$ cat config.mk
export PLATFORM = sky130hd
export DESIGN_NAME = sat_mac
export DESIGN_NICKNAME = d
export VERILOG_FILES = /design/src/rtl/sat_mac.sv
export SDC_FILE = /design/constraint.sdc
export NUM_CORES = 1
export LEC_CHECK = 0
export BUFFER_PORTS_ARGS = -buffer_cell sky130_fd_sc_hd__buf_2
export CORE_MARGIN = 2
export CORE_UTILIZATION = 59
export CTS_BUF_LIST = sky130_fd_sc_hd__clkbuf_8
export DETAILED_ROUTE_END_ITERATION = 16
export GPL_TIMING_DRIVEN = 0
export PLACE_DENSITY = 0.77
export SLEW_MARGIN = 20
export SYNTH_ARGS = -nofsm -noshare
export SYNTH_HDL_FRONTEND = slang
export SYNTH_SLANG_ARGS = --single-unit
$ cat constraint.sdc
create_clock -name clk -period 10.9 [get_ports clk]
set_input_delay 1.635 -clock clk [delete_from_list [all_inputs] [get_ports clk]]
set_output_delay 1.635 -clock clk [all_outputs]
set_load 0.02 [all_outputs]
$ cat src/rtl/sat_mac.sv
module sat_mac #(
  parameter int OP_W   = 16,
  parameter int ACC_W  = 40,
  parameter int WORD_W = 32
) (
  input  logic              clk,
  input  logic              rst_n,
  input  logic              in_valid,
  input  logic [OP_W-1:0]   op_a,
  input  logic [OP_W-1:0]   op_b,
  input  logic [1:0]        op_code,
  input  logic              sat_en,
  output logic [WORD_W-1:0] acc_lo,
  output logic [WORD_W-1:0] acc_hi,
  output logic              acc_ovf,
  output logic              acc_valid
);

  localparam int PROD_W = 2 * OP_W;
  localparam int SUM_W  = ACC_W + 1;
  localparam int HI_EXT = 2 * WORD_W - ACC_W;

  typedef enum logic [1:0] {OP_ADD = 2'd0, OP_SUB = 2'd1, OP_LOAD = 2'd2, OP_CLR = 2'd3} op_e;

  localparam logic [ACC_W-1:0] ACC_MAX = {1'b0, {(ACC_W-1){1'b1}}};
  localparam logic [ACC_W-1:0] ACC_MIN = {1'b1, {(ACC_W-1){1'b0}}};

  logic signed [PROD_W-1:0] product;
  logic signed [PROD_W-1:0] prod_q;
  op_e                      op_q;
  logic                     sat_q;
  logic                     v1_q;

  logic [ACC_W-1:0] acc_q;
  logic [SUM_W-1:0] prod_ext, acc_ext, sum;
  logic             over;
  logic [ACC_W-1:0] fixed;
  logic [ACC_W-1:0] acc_d;

  assign product = $signed(op_a) * $signed(op_b);

  always_ff @(posedge clk or negedge rst_n) begin
    if (!rst_n) begin
      prod_q <= '0;
      op_q   <= OP_ADD;
      sat_q  <= 1'b0;
      v1_q   <= 1'b0;
    end else begin
      v1_q <= in_valid;
      if (in_valid) begin
        prod_q <= product;
        op_q   <= op_e'(op_code);
        sat_q  <= sat_en;
      end
    end
  end

  assign prod_ext = {{(SUM_W-PROD_W){prod_q[PROD_W-1]}}, prod_q};
  assign acc_ext  = {acc_q[ACC_W-1], acc_q};
  assign sum      = (op_q == OP_SUB) ? acc_ext - prod_ext : acc_ext + prod_ext;
  assign over     = sum[ACC_W] ^ sum[ACC_W-1];
  assign fixed    = !over ? sum[ACC_W-1:0] : (sum[ACC_W] ? ACC_MIN : ACC_MAX);

  always_comb begin
    unique case (op_q)
      OP_LOAD: acc_d = prod_ext[ACC_W-1:0];
      OP_CLR:  acc_d = '0;
      default: acc_d = sat_q ? fixed : sum[ACC_W-1:0];
    endcase
  end

  always_ff @(posedge clk or negedge rst_n) begin
    if (!rst_n) begin
      acc_q     <= '0;
      acc_ovf   <= 1'b0;
      acc_valid <= 1'b0;
    end else begin
      acc_valid <= v1_q;
      if (v1_q) begin
        acc_q <= acc_d;
        if (op_q == OP_LOAD || op_q == OP_CLR) acc_ovf <= 1'b0;
        else if (over)                         acc_ovf <= 1'b1;
      end
    end
  end

  assign acc_lo = acc_q[WORD_W-1:0];
  assign acc_hi = {{HI_EXT{acc_q[ACC_W-1]}}, acc_q[ACC_W-1:WORD_W]};

endmodule


==> results by group, run 1 <==
Global routing
  – GRT Residual Overflow: 0
  – Largest net degree at the start of global routing: 43
  – First-pass GRT wire length: 71.4 mm
  – GRT Total Usage: 0.318
  – Number of global-route vias before repair: approximately 14000
  – Initial antenna violation count: 0

Route
  – DRT met1 WL: around 18 mm
  – Via/cell ratio: between 5 and 6
  – Total number of vias: 13400
  – Routed met3 length: 3.20 mm
  – Top Metal Used: met4
  – Starting DRT DRC Count: a little over 800
  – Detail Route met2 WL: approximately 21 mm
  – Drt wl/cell: between 15 and 20 um
  – Drt total wl: 44.0 mm
  – Final ANT Viol Nets: 0
  – DRC Markers: 0
  – DR pass1 iterations: 5

Logic synthesis
  – Number of synthesized flops with an enable pin: 0
  – Mapped Cells: 1853
  – Synth top area share: 0.323
  – Synth area leaders: fa_1, dfrtp_1, ha_1
  – Net Count, Synth: around 2300
  – Ys async rst share: 1.00
  – Synth Flop Type: dfrtp_1
  – Synth Cell Area: ~16000 sq um
  – Leading area contributor after synthesis: fa_1
  – Synth Area per Inst: ~9 sq um
  – Sequential share of the synthesized area: 0.120
  – Synth cell types: 73
  – Synthesized flop and latch total: 78
  – Ys Warns: 0

Clock tree
  – Num Clock Sinks: slightly below 80
  – Clock insertion delay at the later pin of the skew report: roughly 0.37 ns
  – Clk root buf: clkbuf_8
  – Number of CTS-inserted buffers: 9
  – Post-CTS Setup Bufs: 0
  – CTS tree: yes
  – Clock transition at path regs: roughly 0.08 ns
  – Post-CTS Hold Fix Bufs: 0
  – Post-cts sizing count: 0
  – CTS max path bufs: 2
  – CTS H-tree lvls: 3

Floorplan
  – Total I/O pin count: 104
  – Die height: ~170 um
  – CORE AREA: roughly 27000 sq um
  – # rows: 60
  – Initial Utilization: 0.603
  – Die Area: 28900 sq um
  – Die width: 170 um

STA
  – Setup TNS: 0 ns
  – Final setup violation count: 0
  – Slew @ Worst Pin: between 0.7 and 0.8 ns
  – Final Critical Period: 8.02 ns
  – Fin. max-slew vios: 0
  – RSZ-0062 raised after global routing: no
  – Crit share post-route: 0.736
  – Final clock skew: roughly 0.018 ns
  – Slew HR: 0.468
  – Hold Vio Cnt, Final: 0
  – FMAX: 125 MHz

Critical path
  – Delay-heaviest family, CP: adder cells
  – CP arrival: around 8.3 ns
  – Crit end category: flip-flop
  – Critical Path Max Stage Delay: about 0.93 ns
  – Data required, critical path: roughly 11 ns
  – Critical path class: in2reg
  – Worst-path cell chain: buf_2 -> clkbuf_1 -> nand2_1 -> inv_1 -> fa_1 -> fa_1 -> fa_1 -> fa_1 -> fa_1 -> inv_1 -> fa_1 -> inv_1 -> ha_1 -> a21o_1 -> a21oi_1 -> and2_1 -> nor2b_1 -> nand3_1 -> a31oi_1 -> o311ai_0 -> a21oi_1 -> a211o_1
  – Buf/Inv on CP: 5
  – Worst setup SP type: input port
  – Worst Path Max Fanout: 10
  – Slowest cell on crit path: fa_1
  – CP most frequent cell: fa_1

Final layout
  – Commonest cells after routing, fill and taps aside: inv_1, fa_1, nand2_1
  – Layout cell share with drive strength beyond 1: 0.0954
  – Fin nets: around 2400
  – Commonest non-fill, non-tap cell in the layout: inv_1
  – Area growth syn-to-layout: 7.32%
  – Post-layout utilization of the core: 0.647
  – Final Instance Count excl. Fillers: 2313

Place
  – Placed Cells: 2298
  – Dpl hpwl: 36.9 mm
  – I/O Buffers: 103
  – Final GP Congestion: between 0.9 and 1

Status
  – Status: completed

Flow run
  – Number of max-cap violations: 0

Hold path
  – Worst hold path class: reg2reg
-- sequential cells by signal (all words and copies together) (netlist names) --
name and cells:
acc_ovf 1, prod_q 32, acc_valid 1, v1_q 1
op_q 2, acc_q 40, sat_q 1
-- layout make-up --
type | instances | area, sq um
Timing Repair Buffer | 104 | 538
Multi-Input combinational cell | 1372 | 12700
Clock inverter | 5 | 101
Clock buffer | 9 | 124
Tap cell | 341 | 427
Buffer | 93 | 462
Sequential cell | 78 | 1950
Antenna cell | 1 | 2.50
Fill cell | 2329 | 9550
Inverter | 310 | 1160
-- routing by layer --
metal	vias up	GRT usage
met5	-	0
met4	0	0.111
met3	93	0.0526
met2	523	0.544
met1	6539	0.409
li1	6210	-
-- kinds of logic (layout without fill, tap and decap cells) --
logic type / count (synthesis) / in the layout / share of synthesized area
simple gates: 553 / 553 / 0.170
compound gates: 313 / 313 / 0.124
mux: 27 / 27 / 0.0183
xor+xnor: 93 / 93 / 0.0500
buf+inv: 403 / 521 / 0.0998
flops: 78 / 78 / 0.120
fa+ha+maj: 386 / 386 / 0.418
other cells: 0 / 1 / 0
-- synth_stat cells, types with 4 or more instances --
| library cell | count |
|---|---|
| inv_1 | 309 |
| fa_1 | 263 |
| nand2_1 | 175 |
| and2_1 | 126 |
| ha_1 | 123 |
| nor2_1 | 114 |
| a21oi_1 | 111 |
| dfrtp_1 | 78 |
| clkbuf_1 | 60 |
| xnor2_1 | 58 |
| o21ai_0 | 46 |
| xor2_1 | 35 |
| buf_4 | 25 |
| a21o_1 | 24 |
| a32oi_1 | 24 |
| nor3_1 | 24 |
| mux2_2 | 22 |
| nand3_1 | 22 |
| a31oi_1 | 19 |
| o211ai_1 | 17 |
| nand4_1 | 16 |
| a211oi_1 | 12 |
| and3_1 | 11 |
| nor2b_1 | 11 |
| nand2b_1 | 10 |
| o31ai_1 | 10 |
| nor4_1 | 8 |
| o21a_1 | 8 |
| o21bai_1 | 8 |
| or3_1 | 8 |
| mux2i_1 | 5 |
| nand3b_1 | 5 |
| or2_2 | 5 |
| a22oi_1 | 4 |
-- worst min-delay path, stage by stage (launching register included) --
cell and delay [ns]:
dfrtp_1 0.35, a31oi_1 0.04, a21oi_1 0.10
-- stage by stage --
step	cell area, sq um	setup WS [ns]	hold slack [ns]
global placement	17200	2.56	0.507
global route	17500	2.44	0.569
finish	17500	2.88	0.531
detailed placement	17300	2.52	0.510
floorplan	16300	3.53	0.403
CTS	17500	2.87	0.536
-- path summary, 6_finish.rpt --
path | to | from | slack, ns | cells past startpoint
worst min-delay path | acc_ovf | acc_ovf | 0.53 | 2
worst min register to register | acc_ovf | acc_ovf | 0.53 | 2
max in group asynchronous | sat_q | rst_n | 9.08 | 2
worst max register to register | acc_q[14] | prod_q[4] | 4.60 | 20
min in group asynchronous | acc_q[2] | rst_n | 1.21 | 1
worst max-delay path | prod_q[31] | op_a[15] | 2.88 | 22
Power of run 1 is not shown: default switching activity piles up to over one toggle a cycle in this logic, so the estimate is an artifact.
==> run 2: changes to the inputs <==
Clock period 10.9 ns to 8 ns, I/O delays scaled along.
==> results by group, run 2 (same netlist as run 1, synthesis figures left out) <==
STA
  – Setup TNS: 0 ns
  – Fin. max-slew vios: 0
  – Final setup violation count: 0
  – Hold Vio Cnt, Final: 0
  – Crit share post-route: 0.939
  – Slew HR: 0.467
  – FMAX: ~130 MHz
  – Slew @ Worst Pin: ~0.80 ns
  – RSZ-0062 raised after global routing: no
  – Final Critical Period: 7.51 ns
  – Final clock skew: around 0.018 ns

Clock tree
  – CTS H-tree lvls: 3
  – Post-CTS Hold Fix Bufs: 0
  – Post-cts sizing count: 0
  – Clock insertion delay at the later pin of the skew report: 0.37 ns
  – Clock transition at path regs: roughly 0.08 ns
  – CTS max path bufs: 2
  – Number of CTS-inserted buffers: 9
  – Clk root buf: clkbuf_8
  – Post-CTS Setup Bufs: 0
  – CTS tree: yes
  – Num Clock Sinks: 78

Place
  – I/O Buffers: slightly above 100
  – Final GP Congestion: roughly 0.97
  – Dpl hpwl: between 30 and 40 mm

Global routing
  – Initial antenna violation count: 0
  – GRT Residual Overflow: 0
  – GRT busiest layer: met2
  – Number of global-route vias before repair: 13800
  – GRT Total Usage: 0.318
  – GRT met2 Usage: 0.544
  – Largest net degree at the start of global routing: 43
  – Met3 usage: 0.0526
  – First-pass GRT wire length: approximately 70 mm
  – GR Layer Usage met1: 0.409

Critical path
  – Data required, critical path: around 8.3 ns
  – Worst setup SP type: input port
  – CP arrival: between 7 and 8 ns
  – Worst Path Max Fanout: 10
  – Crit path from: op_a[7]
  – Critical path class: in2reg
  – Crit end category: flip-flop
  – Reg-to-reg critical path startpoint: prod_q[4]

Final layout
  – Layout cell share with drive strength beyond 1: 0.0959
  – Filler cells: between 2000 and 2500
  – Max reg flops: 40
  – Register with the most flip-flops: acc_q
  – Fin nets: about 2400
  – Commonest non-fill, non-tap cell in the layout: inv_1
  – Largest regs: acc_q x40, prod_q x32, op_q x2
  – Commonest cells after routing, fill and taps aside: inv_1, fa_1, nand2_1
  – Area growth syn-to-layout: 7.34%

Hold path
  – Hold Startpoint: acc_ovf
  – Worst hold path class: reg2reg

Route
  – Drt wl/cell: ~19 um
  – DR pass1 iterations: 5
  – Final ANT Viol Nets: 0
  – Via/cell ratio: around 5.8
  – Starting DRT DRC Count: roughly 830
  – DRC Markers: 0
  – Drt total wl: 44.0 mm
  – Total number of vias: ~13000

Floorplan
  – Total I/O pin count: about 100
  – CORE AREA: roughly 27000 sq um
  – Initial Utilization: 0.603
  – Die Area: between 20000 and 30000 sq um
  – Die width: 170 um
  – # rows: 60
  – Die height: 170 um

Flow run
  – Number of max-cap violations: 0

Status
  – Status: completed
-- run 2: final timing paths --
path / end / slack, ns / cells after the start
setup / recovery: prod_q[31] / 0.49 / 24
hold / removal: acc_ovf / 0.53 / 2
setup reg to reg: acc_q[14] / 1.71 / 20
hold reg to reg: acc_ovf / 0.53 / 2
max in group asynchronous: acc_q[25] / 6.62 / 2
min in group asynchronous: acc_q[2] / 0.78 / 1
-- run 2: critical path: stages --
cell and delay, ns:
buf_2 0.19, clkbuf_1 0.52, nand2_1 0.16, fa_1 0.56
inv_1 0.06, fa_1 0.53, inv_1 0.06, fa_1 0.53
inv_1 0.05, fa_1 0.45, fa_1 0.49, inv_1 0.05
fa_1 0.47, inv_1 0.04, ha_1 0.36, a211oi_1 0.27
o21bai_1 0.11, a21o_1 0.18, a21o_1 0.19, o211ai_1 0.33
a31oi_1 0.20, o311ai_0 0.41, a21oi_1 0.12, a211o_1 0.24
-- run 2: routing by layer --
metal,vias up,part of all wire
met5,-,0
met4,0,0.034
met3,92,0.073
met2,528,0.47
met1,6536,0.42
li1,6210,-
-- run 2: layout make-up --
| cell class | count | area, sq um | area share |
|---|---|---|---|
| tap | 341 | 427 | 0.0244 |
| clock inverter | 5 | 101 | 0.00580 |
| inverter | 310 | 1160 | 0.0666 |
| multi-input combinational | 1372 | 12700 | 0.727 |
| buffer | 93 | 462 | 0.0264 |
| sequential | 78 | 1950 | 0.112 |
| clock buffer | 9 | 124 | 0.00709 |
| antenna | 1 | 2.50 | 0.000143 |
| timing repair buffer | 104 | 538 | 0.0308 |
-- run 2: metrics by stage --
| step | setup WS [ns] | instance area (sq um) | instances | hold slack (ns) | util |
|---|---|---|---|---|---|
| after floorplan | 1.07 | 16300 | 1853 | 0.403 | - |
| after global placement | 0.0986 | 17200 | 2297 | 0.507 | 0.638 |
| after detailed placement | 0.0501 | 17300 | 2298 | 0.510 | 0.638 |
| after CTS | 0.407 | 17500 | 2312 | 0.536 | 0.647 |
| after global routing | 0.00493 | 17500 | 2312 | 0.569 | 0.647 |
| final | 0.492 | 17500 | 2313 | 0.531 | 0.647 |
Power of run 2 is left out for the same reason.
